$ cat config.mk
export PLATFORM = sky130hd
export DESIGN_NAME = pwm_pair
export DESIGN_NICKNAME = d
export VERILOG_FILES = /design/src/rtl/pwm_pair_pkg.sv /design/src/rtl/pwm_outgen.sv /design/src/rtl/pwm_core.sv /design/src/rtl/pwm_regs.sv /design/src/rtl/pwm_pair.sv
export SDC_FILE = /design/constraint.sdc
export NUM_CORES = 1
export LEC_CHECK = 0
export ABC_AREA = 1
export BUFFER_PORTS_ARGS = -buffer_cell sky130_fd_sc_hd__buf_4
export CAP_MARGIN = 25
export CORE_ASPECT_RATIO = 1.4
export CORE_MARGIN = 5
export CORE_UTILIZATION = 44
export DETAILED_ROUTE_END_ITERATION = 6
export GPL_ROUTABILITY_DRIVEN = 1
export GPL_TIMING_DRIVEN = 0
export PLACE_DENSITY = 0.69
export SETUP_SLACK_MARGIN = 0.5
export SYNTH_ARGS = -nofsm -noshare
export SYNTH_HDL_FRONTEND = slang
export SYNTH_SLANG_ARGS = --single-unit
$ cat constraint.sdc
create_clock -name clk -period 5.06 [get_ports clk]
set_clock_uncertainty 0.05 [all_clocks]
set_input_delay 1.012 -clock clk [delete_from_list [all_inputs] [get_ports clk]]
set_output_delay 1.012 -clock clk [all_outputs]
set_load 0.005 [all_outputs]
$ cat src/rtl/pwm_pair_pkg.sv
package pwm_pair_pkg;

    localparam int ADDR_W = 3;

    typedef enum logic [ADDR_W-1:0] {
        RA_CTRL  = 3'd0,
        RA_PER0  = 3'd1,
        RA_PER1  = 3'd2,
        RA_DUTY0 = 3'd3,
        RA_DUTY1 = 3'd4,
        RA_CNT0  = 3'd5,
        RA_CNT1  = 3'd6
    } reg_addr_e;

    typedef enum logic {
        DIR_UP   = 1'b0,
        DIR_DOWN = 1'b1
    } cnt_dir_e;

    // control register layout, MSB first: chain, center[1:0], pol_hi[1:0], run[1:0]
    typedef struct packed {
        logic       chain;
        logic [1:0] center;
        logic [1:0] pol_hi;
        logic [1:0] run;
    } ctrl_t;

    localparam int CTRL_W = $bits(ctrl_t);

    // per-channel drive from the register layer to a counter core
    typedef struct packed {
        logic run;
        logic center;
        logic pol_hi;
        logic tick;
        logic clr;
    } chan_cfg_t;

    function automatic logic pin_level(input logic active, input logic pol_hi);
        return pol_hi ? active : ~active;
    endfunction

endpackage

$ cat src/rtl/pwm_outgen.sv
module pwm_outgen
    import pwm_pair_pkg::*;
#(
    parameter int W = 8
) (
    input  logic         run,
    input  logic         pol_hi,
    input  logic [W-1:0] cnt,
    input  logic [W-1:0] per,
    input  logic [W-1:0] duty,
    output logic         pwm
);

    logic per_zero;
    logic full_duty;
    logic below;
    logic active;

    always_comb begin
        per_zero  = (per == '0);
        full_duty = (duty >= per);
        below     = (cnt < duty);
        active    = run && !per_zero && (full_duty || below);
        pwm       = pin_level(active, pol_hi);
    end

endmodule

$ cat src/rtl/pwm_core.sv
module pwm_core
    import pwm_pair_pkg::*;
#(
    parameter int W = 8
) (
    input  logic         clk,
    input  logic         rst,
    input  chan_cfg_t    cfg,
    input  logic [W-1:0] per_buf,
    input  logic [W-1:0] duty_buf,
    output logic [W-1:0] cnt_o,
    output logic         pwm_o
);

    localparam logic [W-1:0] ONE = W'(1);

    logic [W-1:0] cnt_q, cnt_n;
    logic [W-1:0] per_a, duty_a;
    cnt_dir_e     dir_q, dir_n;
    logic         load;
    logic         period_end;

    // next count, direction and buffer-load decision
    always_comb begin
        cnt_n      = cnt_q;
        dir_n      = dir_q;
        period_end = 1'b0;
        if (cfg.clr) begin
            cnt_n = '0;
            dir_n = DIR_UP;
        end else if (cfg.run && cfg.tick) begin
            if (per_a == '0) begin
                cnt_n      = '0;
                dir_n      = DIR_UP;
                period_end = 1'b1;
            end else if (!cfg.center) begin
                dir_n = DIR_UP;
                if (cnt_q >= per_a - ONE) begin
                    cnt_n      = '0;
                    period_end = 1'b1;
                end else begin
                    cnt_n = cnt_q + ONE;
                end
            end else if (dir_q == DIR_UP) begin
                if (cnt_q >= per_a) begin
                    cnt_n = cnt_q - ONE;
                    dir_n = DIR_DOWN;
                end else begin
                    cnt_n = cnt_q + ONE;
                end
            end else begin
                if (cnt_q == '0) begin
                    cnt_n      = ONE;
                    dir_n      = DIR_UP;
                    period_end = 1'b1;
                end else begin
                    cnt_n = cnt_q - ONE;
                end
            end
        end
        load = cfg.clr || !cfg.run || period_end;
    end

    always_ff @(posedge clk) begin
        if (rst) begin
            cnt_q  <= '0;
            dir_q  <= DIR_UP;
            per_a  <= '0;
            duty_a <= '0;
        end else begin
            cnt_q <= cnt_n;
            dir_q <= dir_n;
            if (load) begin
                per_a  <= per_buf;
                duty_a <= duty_buf;
            end
        end
    end

    // edge-aligned wrap at period minus one
    p_left_wrap_r2: assert property (@(posedge clk) disable iff (rst)
        (cfg.run && cfg.tick && !cfg.clr && !cfg.center && per_a != '0 && cnt_q >= per_a - ONE)
        |=> (cnt_q == '0));

    // center-aligned count turns down at the period value
    p_center_turn_r3: assert property (@(posedge clk) disable iff (rst)
        (cfg.run && cfg.tick && !cfg.clr && cfg.center && per_a != '0 && dir_q == DIR_UP && cnt_q >= per_a)
        |=> (dir_q == DIR_DOWN && cnt_q == $past(cnt_q) - ONE));

    // counter write clears count and direction, loads buffers
    p_clr_reset_r4: assert property (@(posedge clk) disable iff (rst)
        cfg.clr |=> (cnt_q == '0 && dir_q == DIR_UP && per_a == $past(per_buf) && duty_a == $past(duty_buf)));

    // a stopped channel holds its count
    p_hold_stopped_r5: assert property (@(posedge clk) disable iff (rst)
        (!cfg.run && !cfg.clr) |=> $stable(cnt_q));

    // active values move only at the allowed points
    p_buffer_hold_r6: assert property (@(posedge clk) disable iff (rst)
        (cfg.run && !cfg.clr && !period_end) |=> ($stable(per_a) && $stable(duty_a)));

    pwm_outgen #(.W(W)) u_out (
        .run    (cfg.run),
        .pol_hi (cfg.pol_hi),
        .cnt    (cnt_q),
        .per    (per_a),
        .duty   (duty_a),
        .pwm    (pwm_o)
    );

    assign cnt_o = cnt_q;

endmodule

$ cat src/rtl/pwm_regs.sv
module pwm_regs
    import pwm_pair_pkg::*;
#(
    parameter int CW = 8
) (
    input  logic                  clk,
    input  logic                  rst,
    input  logic                  wr_en,
    input  logic                  rd_en,
    input  logic [ADDR_W-1:0]     addr,
    input  logic [CW-1:0]         wdata,
    input  logic [CW-1:0]         cnt0_i,
    input  logic [2*CW-1:0]       cnt1_i,
    output ctrl_t                 ctrl_o,
    output logic [1:0][CW-1:0]    per_o,
    output logic [1:0][CW-1:0]    duty_o,
    output logic [1:0]            clr_o,
    output logic [CW-1:0]         rdata
);

    localparam int DW = 2 * CW;

    ctrl_t             ctrl_q;
    logic [1:0][CW-1:0] per_q, duty_q;
    logic [CW-1:0]     low_hold_q;
    logic              low_pend_q;
    reg_addr_e         ra;

    assign ra = reg_addr_e'(addr);

    always_ff @(posedge clk) begin
        if (rst) begin
            ctrl_q <= '0;
        end else if (wr_en && ra == RA_CTRL) begin
            ctrl_q <= ctrl_t'(wdata[CTRL_W-1:0]);
        end
    end

    // one period buffer and one duty buffer per channel
    for (genvar ch = 0; ch < 2; ch++) begin : g_buf
        localparam reg_addr_e PER_A  = (ch == 0) ? RA_PER0 : RA_PER1;
        localparam reg_addr_e DUTY_A = (ch == 0) ? RA_DUTY0 : RA_DUTY1;
        always_ff @(posedge clk) begin
            if (rst) begin
                per_q[ch]  <= '0;
                duty_q[ch] <= '0;
            end else if (wr_en) begin
                if (ra == PER_A)  per_q[ch]  <= wdata;
                if (ra == DUTY_A) duty_q[ch] <= wdata;
            end
        end
    end

    // coherent low-byte latch for the chained counter
    always_ff @(posedge clk) begin
        if (rst) begin
            low_hold_q <= '0;
            low_pend_q <= 1'b0;
        end else if (rd_en && ctrl_q.chain) begin
            if (ra == RA_CNT1) begin
                low_hold_q <= cnt1_i[CW-1:0];
                low_pend_q <= 1'b1;
            end else if (ra == RA_CNT0) begin
                low_pend_q <= 1'b0;
            end
        end
    end

    always_comb begin
        clr_o[0] = wr_en && (ra == RA_CNT0) && !ctrl_q.chain;
        clr_o[1] = wr_en && ((ra == RA_CNT1) || ((ra == RA_CNT0) && ctrl_q.chain));
    end

    always_comb begin
        unique case (ra)
            RA_CTRL:  rdata = CW'(ctrl_q);
            RA_PER0:  rdata = per_q[0];
            RA_PER1:  rdata = per_q[1];
            RA_DUTY0: rdata = duty_q[0];
            RA_DUTY1: rdata = duty_q[1];
            RA_CNT0:  rdata = ctrl_q.chain ? (low_pend_q ? low_hold_q : cnt1_i[CW-1:0]) : cnt0_i;
            RA_CNT1:  rdata = ctrl_q.chain ? cnt1_i[DW-1:CW] : cnt1_i[CW-1:0];
            default:  rdata = '0;
        endcase
    end

    // a high-byte read in chained mode arms the latch with the live low byte
    p_latch_arm_r10: assert property (@(posedge clk) disable iff (rst)
        (rd_en && ctrl_q.chain && ra == RA_CNT1) |=> (low_pend_q && low_hold_q == $past(cnt1_i[CW-1:0])));

    // in chained mode a write to either counter byte never clears channel 0
    p_chain_clr_r9: assert property (@(posedge clk) disable iff (rst)
        ctrl_q.chain |-> !clr_o[0]);

    assign ctrl_o = ctrl_q;
    assign per_o  = per_q;
    assign duty_o = duty_q;

endmodule

$ cat src/rtl/pwm_pair.sv
module pwm_pair
    import pwm_pair_pkg::*;
#(
    parameter int CW = 8
) (
    input  logic              clk,
    input  logic              rst,
    input  logic              wr_en,
    input  logic              rd_en,
    input  logic [ADDR_W-1:0] addr,
    input  logic [CW-1:0]     wdata,
    input  logic [1:0]        tick_i,
    output logic [CW-1:0]     rdata,
    output logic [1:0]        pwm_o
);

    localparam int DW = 2 * CW;

    ctrl_t              ctrl;
    logic [1:0][CW-1:0] per_b, duty_b;
    logic [1:0]         clr;
    logic [CW-1:0]      cnt0;
    logic [DW-1:0]      cnt1;
    logic [DW-1:0]      per1_w, duty1_w;
    chan_cfg_t          cfg0, cfg1;
    logic               pwm0_raw, pwm1_raw;

    pwm_regs #(.CW(CW)) u_regs (
        .clk    (clk),
        .rst    (rst),
        .wr_en  (wr_en),
        .rd_en  (rd_en),
        .addr   (addr),
        .wdata  (wdata),
        .cnt0_i (cnt0),
        .cnt1_i (cnt1),
        .ctrl_o (ctrl),
        .per_o  (per_b),
        .duty_o (duty_b),
        .clr_o  (clr),
        .rdata  (rdata)
    );

    always_comb begin
        cfg0.run    = ctrl.run[0] && !ctrl.chain;
        cfg0.center = ctrl.center[0];
        cfg0.pol_hi = ctrl.pol_hi[0];
        cfg0.tick   = tick_i[0] && !ctrl.chain;
        cfg0.clr    = clr[0];

        cfg1.run    = ctrl.run[1];
        cfg1.center = ctrl.center[1];
        cfg1.pol_hi = ctrl.pol_hi[1];
        cfg1.tick   = tick_i[1];
        cfg1.clr    = clr[1];

        per1_w  = ctrl.chain ? {per_b[1], per_b[0]}   : {{CW{1'b0}}, per_b[1]};
        duty1_w = ctrl.chain ? {duty_b[1], duty_b[0]} : {{CW{1'b0}}, duty_b[1]};
    end

    pwm_core #(.W(CW)) u_ch0 (
        .clk      (clk),
        .rst      (rst),
        .cfg      (cfg0),
        .per_buf  (per_b[0]),
        .duty_buf (duty_b[0]),
        .cnt_o    (cnt0),
        .pwm_o    (pwm0_raw)
    );

    pwm_core #(.W(DW)) u_ch1 (
        .clk      (clk),
        .rst      (rst),
        .cfg      (cfg1),
        .per_buf  (per1_w),
        .duty_buf (duty1_w),
        .cnt_o    (cnt1),
        .pwm_o    (pwm1_raw)
    );

    assign pwm_o[0] = ctrl.chain ? 1'b0 : pwm0_raw;
    assign pwm_o[1] = pwm1_raw;

    // a read strobe alone never moves a counter
    p_read_quiet_r8: assert property (@(posedge clk) disable iff (rst)
        (rd_en && !wr_en && tick_i == 2'b00) |=> ($stable(cnt0) && $stable(cnt1)));

endmodule

======== Word-level counts from Yosys, hierarchy flattened ========
Index checks and enable logic that the tools add are counted.
operators by class
  multiplexer cells ....................... 47
  $add $sub $neg .......................... 6
  equality and inequality tests ........... 6
  bitwise operators ....................... 2
  reduce and logical (&&, ||, !) cells .... 40
  $lt $le $gt $ge ......................... 8
operator list
  operator                                             number
  two-way mux 16 bit                                   8
  two-way mux 8 bit                                    9
  case mux 8 bit (7 select lines)                      1
  >= comparator 16 bit                                 3
  logical NOT 16 bit                                   2
  subtractor 16 x 1 -> 16 bit, second input constant   2
  two-way mux 1 bit                                    29
  >= comparator 8 bit                                  3
  adder 16 x 1 -> 16 bit, second input constant        1
  logical NOT 8 bit                                    2
  less-than comparator 16 bit                          1
  subtractor 8 x 1 -> 8 bit, second input constant     2
  logical AND 1 bit                                    14
  AND reduction 2 bit                                  6
  equality test 3 bit, second input constant           3
  adder 8 x 1 -> 8 bit, second input constant          1
  less-than comparator 8 bit                           1
  logical OR 1 bit                                     7
  equality test 3 x 2 -> 1 bit, second input constant  2
  logical NOT 1 bit                                    5
  OR reduction 2 bit                                   2
  equality test 3 x 1 -> 1 bit, second input constant  1
  logical NOT 3 bit                                    1
  inverter 1 bit                                       2
  nonzero test 2 bit                                   1
word-level totals
  bits in registers ....................... 122
  word-level logic and storage cells ...... 127
  input port bits ......................... 17

======== Longest topological paths before layout ========
  depth after elaboration ................. 8
  depth in mapped cells ................... 24
  mapped depth without buffers ............ 24

======== Cells and area by module ========
From an unflattened synthesis, not the netlist that was laid out.
unflattened totals
  cells, all modules ...................... 1643
  area, all modules ....................... 10530.1 um2
modules (own cells, without submodules)
  module                     cells an instance  area an instance (um2)  instances  seq. area each (um2)
  pwm_core at u_ch1          630                4211.5                  1          980.9
  pwm_regs                   416                2576.2                  1          960.9
  pwm_core at u_ch0          277                1960.6                  1          500.5
  pwm_outgen at u_ch1.u_out  147                920.9                   1          0.0
  pwm_outgen at u_ch0.u_out  80                 479.2                   1          0.0
  pwm_pair                   93                 381.6                   1          0.0

======== Worst setup path before layout ========
No wires, ideal clock.
  path kind ............................... register -> register
  start point ............................. register u_ch1.per_a[2]
  end point ............................... register u_ch1.duty_a[10]
  slack ................................... 1.936 ns
  arrival time ............................ 2.959 ns
  setup time .............................. 0.115 ns
  required time ........................... 4.895 ns
  stages on the path, launching flop included .. 24
  cell sequence ........................... dfxtp_1 inv_2 nand3_1 nor3_1 nand3_1 nor3_2 nand2_1 nor2_1 nand3_1 xor2_1 inv_1 ha_1 nand2_1 inv_1 nand3_1 nor2_1 nand3_1 nand3_1 nand2_1 nand2_2 nand2_4 buf_2 a21boi_1 nor2_1
on the way
  word-level cells in the longest chain between the ends .. 8
  elaborated cells between the ends (all ways) .. 9
RTL lines
  item                         line            source
  start, declared              pwm_core.sv:18  logic [W-1:0] per_a, duty_a;
  start signal, assigned       pwm_core.sv:74  per_a <= per_buf;
  subtractor 16 x 1 -> 16 bit  pwm_core.sv:38  if (cnt_q >= per_a - ONE) begin
  >= comparator 16 bit         pwm_core.sv:38
  two-way mux 1 bit            pwm_core.sv:38
  two-way mux 1 bit            pwm_core.sv:36  end else if (!cfg.center) begin
  two-way mux 1 bit *          pwm_core.sv:32  if (per_a == '0) begin
  two-way mux 1 bit *          pwm_core.sv:31  end else if (cfg.run && cfg.tick) begin
  two-way mux 1 bit *          pwm_core.sv:28  if (cfg.clr) begin
  logical OR 1 bit *           pwm_core.sv:61  load = cfg.clr || !cfg.run || period_end;
  end signal, assigned         pwm_core.sv:75  duty_a <= duty_buf;
  end, declared                pwm_core.sv:18
Mark *: on every way between the ends. The rest lies on a longest branch, timed or not.
A chain may end at the register's enable or synchronous reset.

======== Worst setup path in the final report ========
  start point ............................. register u_ch1.per_a[0]
  end point ............................... register u_ch1.duty_a[6]
The elaborated chain is that of the path after synthesis.

==> impl_results.md <==
- Rows: 64
- Largest cells by area after synthesis: dfxtp_1 (25%), ha_1 (13%), nand2_1 (12%)
- WS Path Type: register to register
- Detail Route Antenna Nets: 0
- Maximum VDD drop: 0.000212 V
- GRT Resource Usage Total: 0.268
- Reg2Reg Depth: 24
- Clk slew on worst S/H paths: 0.06 ns
- Top Ports: 27
- RSZ-0062 raised after global routing: no
- Total power: 2.64 mW
- Final Util: 0.496
- Clock buffer depth: 2
- Final period utilization: 0.798
- Post-Syn Instances: 1477
- CP Capture Type: register
- Worst Max-Slew Pin Slew: 0.645 ns
- Pwr/cell area: 245 mW/mm²
- Yosys top cell by area: dfxtp_1
- Synth top cells by count: nand2_1 (308), inv_1 (168), a21oi_1 (155)
- Status: complete, no violations
- Yosys reg bits: 122
- Fraction of registers with async set or reset after synthesis: 0
- Number of global-route vias before repair: 9695
- Clock Sinks: 122
- TritonCTS clock tree: yes
- Yosys warns: 0
- Worst Setup Start Kind: register
- Vias per cell: 5.50
- Max-cap violations: 0
- Setup tns final: 0 ns
- Post-Place Cells: 1799
- F_max: 0.248 GHz
- First-pass GRT wire length: 51900 µm
- Layout cells sized above 1: 0.0678
- # diodes: 0
- Synthesis-to-finish area growth: 11.9%
- Routability cong.: 1.02
- Count leader, synth: nand2_1
- IO buf count: 25
- Post-CTS setup buffer count: 0
- Clk_lat worst skew: 0.43 ns
- Die area: 0.0250 mm²
- Min-Delay Path Class: register to register
- Static Leakage: 4.94 nW
- Cell Area, Synth: 0.00962 mm²
- Synth cell types: 46
- Routed via count: 10100
- Worst EP arrival: 4.33 ns
- Hold Path Depth: 2
- Syn_nets: 1596
- Die width: 135 µm
- Worst Path Max Fanout: 10
- Final Max Tran Viols: 0
- Rel. slew slack: 0.569
- Drt total wl: 32800 µm
- Total CTS buffers: 17
- Hold WS: 0.436 ns
- Multi-input logic area: 0.00620 mm²
- Core Region: 0.0217 mm²
- Initial Util: 0.443
- Number of synthesized flops with an enable pin: 0
- Initial DRC count: 716
- Top FF cell, synth: dfxtp_1
- Initial DRT Pass Iterations: 5
- Flip-flop and latch area: 0.00244 mm²
- Final min period: 4.04 ns
- Die Height: 185 µm
- Hold buffer count at CTS: 0
- Cts repair resizes: 0
- Final hold viol count: 0
- Initial antenna violation count: 0
- Grt ovf: 0
- Wire per inst: 17.9 µm
- Final #Nets: 1640
- Root buffer cell: clkbuf_16
- Setup Viol. Count Final: 0
- H-tree Lvls: 4
- Sequential share of the synthesized area: 0.254
- Post-synth top area share: 0.254
- Post-Layout Cell Count: 1831
- Fillcell total: 2271
- Req. time, crit path: 5.36 ns
- Remaining DRCs: 0
- Largest net degree at the start of global routing: 17
- Post-DP HPWL: 26200 µm
- Syn Area/Cell: 6.51 µm²
[final timing paths]
check	startpoint	end	slack [ns]
min reg2reg	u_ch1.per_a[15]	u_ch1.per_a[15]	0.44
max reg2reg	u_ch1.per_a[0]	u_ch1.duty_a[6]	1.02
max	u_ch1.per_a[0]	u_ch1.duty_a[6]	1.02
min	u_ch1.per_a[15]	u_ch1.per_a[15]	0.44
[flip-flops by register name, summed over array words and instances, names as in the netlist, 7 cells and up]
signal             flops
u_regs.duty_o         16
u_ch1.duty_a          16
u_ch1.cnt_o           16
u_ch0.per_a            8
u_ch0.duty_a           8
u_ch0.cnt_o            8
u_ch1.per_a           16
u_regs.ctrl_o          7
u_regs.low_hold_q      8
u_regs.per_o          16
[logic make-up after synthesis]
| kind of cell | synth area share |
|---|---|
| flip-flops | 0.254 |
| adder cells (fa/ha/maj) | 0.133 |
| AO/OA/AOI/OAI | 0.168 |
| AND/OR/NAND/NOR | 0.299 |
| buffers and inverters | 0.101 |
| XOR/XNOR | 0.0455 |
[through the flow]
| step | cell area, µm² | setup slack [ns] |
|---|---|---|
| 3_5_place_dp | 10200 | 1.00 |
| 4_1_cts | 10800 | 0.989 |
| 3_3_place_gp | 10200 | 1.08 |
| 2_1_floorplan | 9620 | 1.94 |
| 6_report | 10800 | 1.02 |
| 5_1_grt | 10800 | 0.571 |
[report_power, final]
group / switching (mW) / internal [mW]
combinational: 0.276 / 0.132
sequential: 0.0250 / 0.983
clock: 0.480 / 0.742
[cell usage in the layout, fill, tap and decap left out, types with 7 or more instances in the layout]
cell       Yosys  final
nand2_1      308    308
nand4_1       27     27
clkbuf_16      0     17
a21boi_0       7      7
nor2_4         7      7
inv_1        168    168
nor3_1        25     25
dfxtp_1      122    122
buf_4          1     26
a21oi_1      155    155
xor2_1        46     46
buf_2         15     15
nand3_1      125    125
clkbuf_1      35     36
o21ai_0      111    111
ha_1         102    102
nor2_1       149    149
[area by class of cell]
type / instances / share of cell area
Multi-Input combinational cell: 1114 / 0.576
Sequential cell: 122 / 0.227
Inverter: 179 / 0.0624
Clock buffer: 19 / 0.0412
Tap cell: 297 / 0.0345
Buffer: 62 / 0.0279
Timing Repair Buffer: 25 / 0.0174
Clock inverter: 13 / 0.0131
[layer usage]
layer  routed length (µm)  vias to the layer above  track usage
met1                12500                     4603        0.294
met2                16600                      364        0.489
met5                    0                        -            0
met4                 2150                        0        0.162
li1                     -                     4984            -
met3                 1510                      118       0.0356
[worst max-delay path, stage by stage (launching register included)]
cell and delay, ns:
dfxtp_1 0.37, inv_1 0.13, nand3_1 0.13, nor3_1 0.25, nand3_1 0.21, nor3_2 0.23, nand2_1 0.15, nor2_1 0.17
nand3_1 0.11, xor2_1 0.15, inv_1 0.06, ha_1 0.29, nand2_1 0.07, inv_1 0.05, nand3_1 0.08, nor2_1 0.26
nand3_1 0.20, nand3_1 0.13, nand2_1 0.13, nand2_2 0.14, nand2_4 0.12, nand2_8 0.11, buf_6 0.15, nand2_1 0.07
a21oi_1 0.14
(Power assumes the default switching activity.)
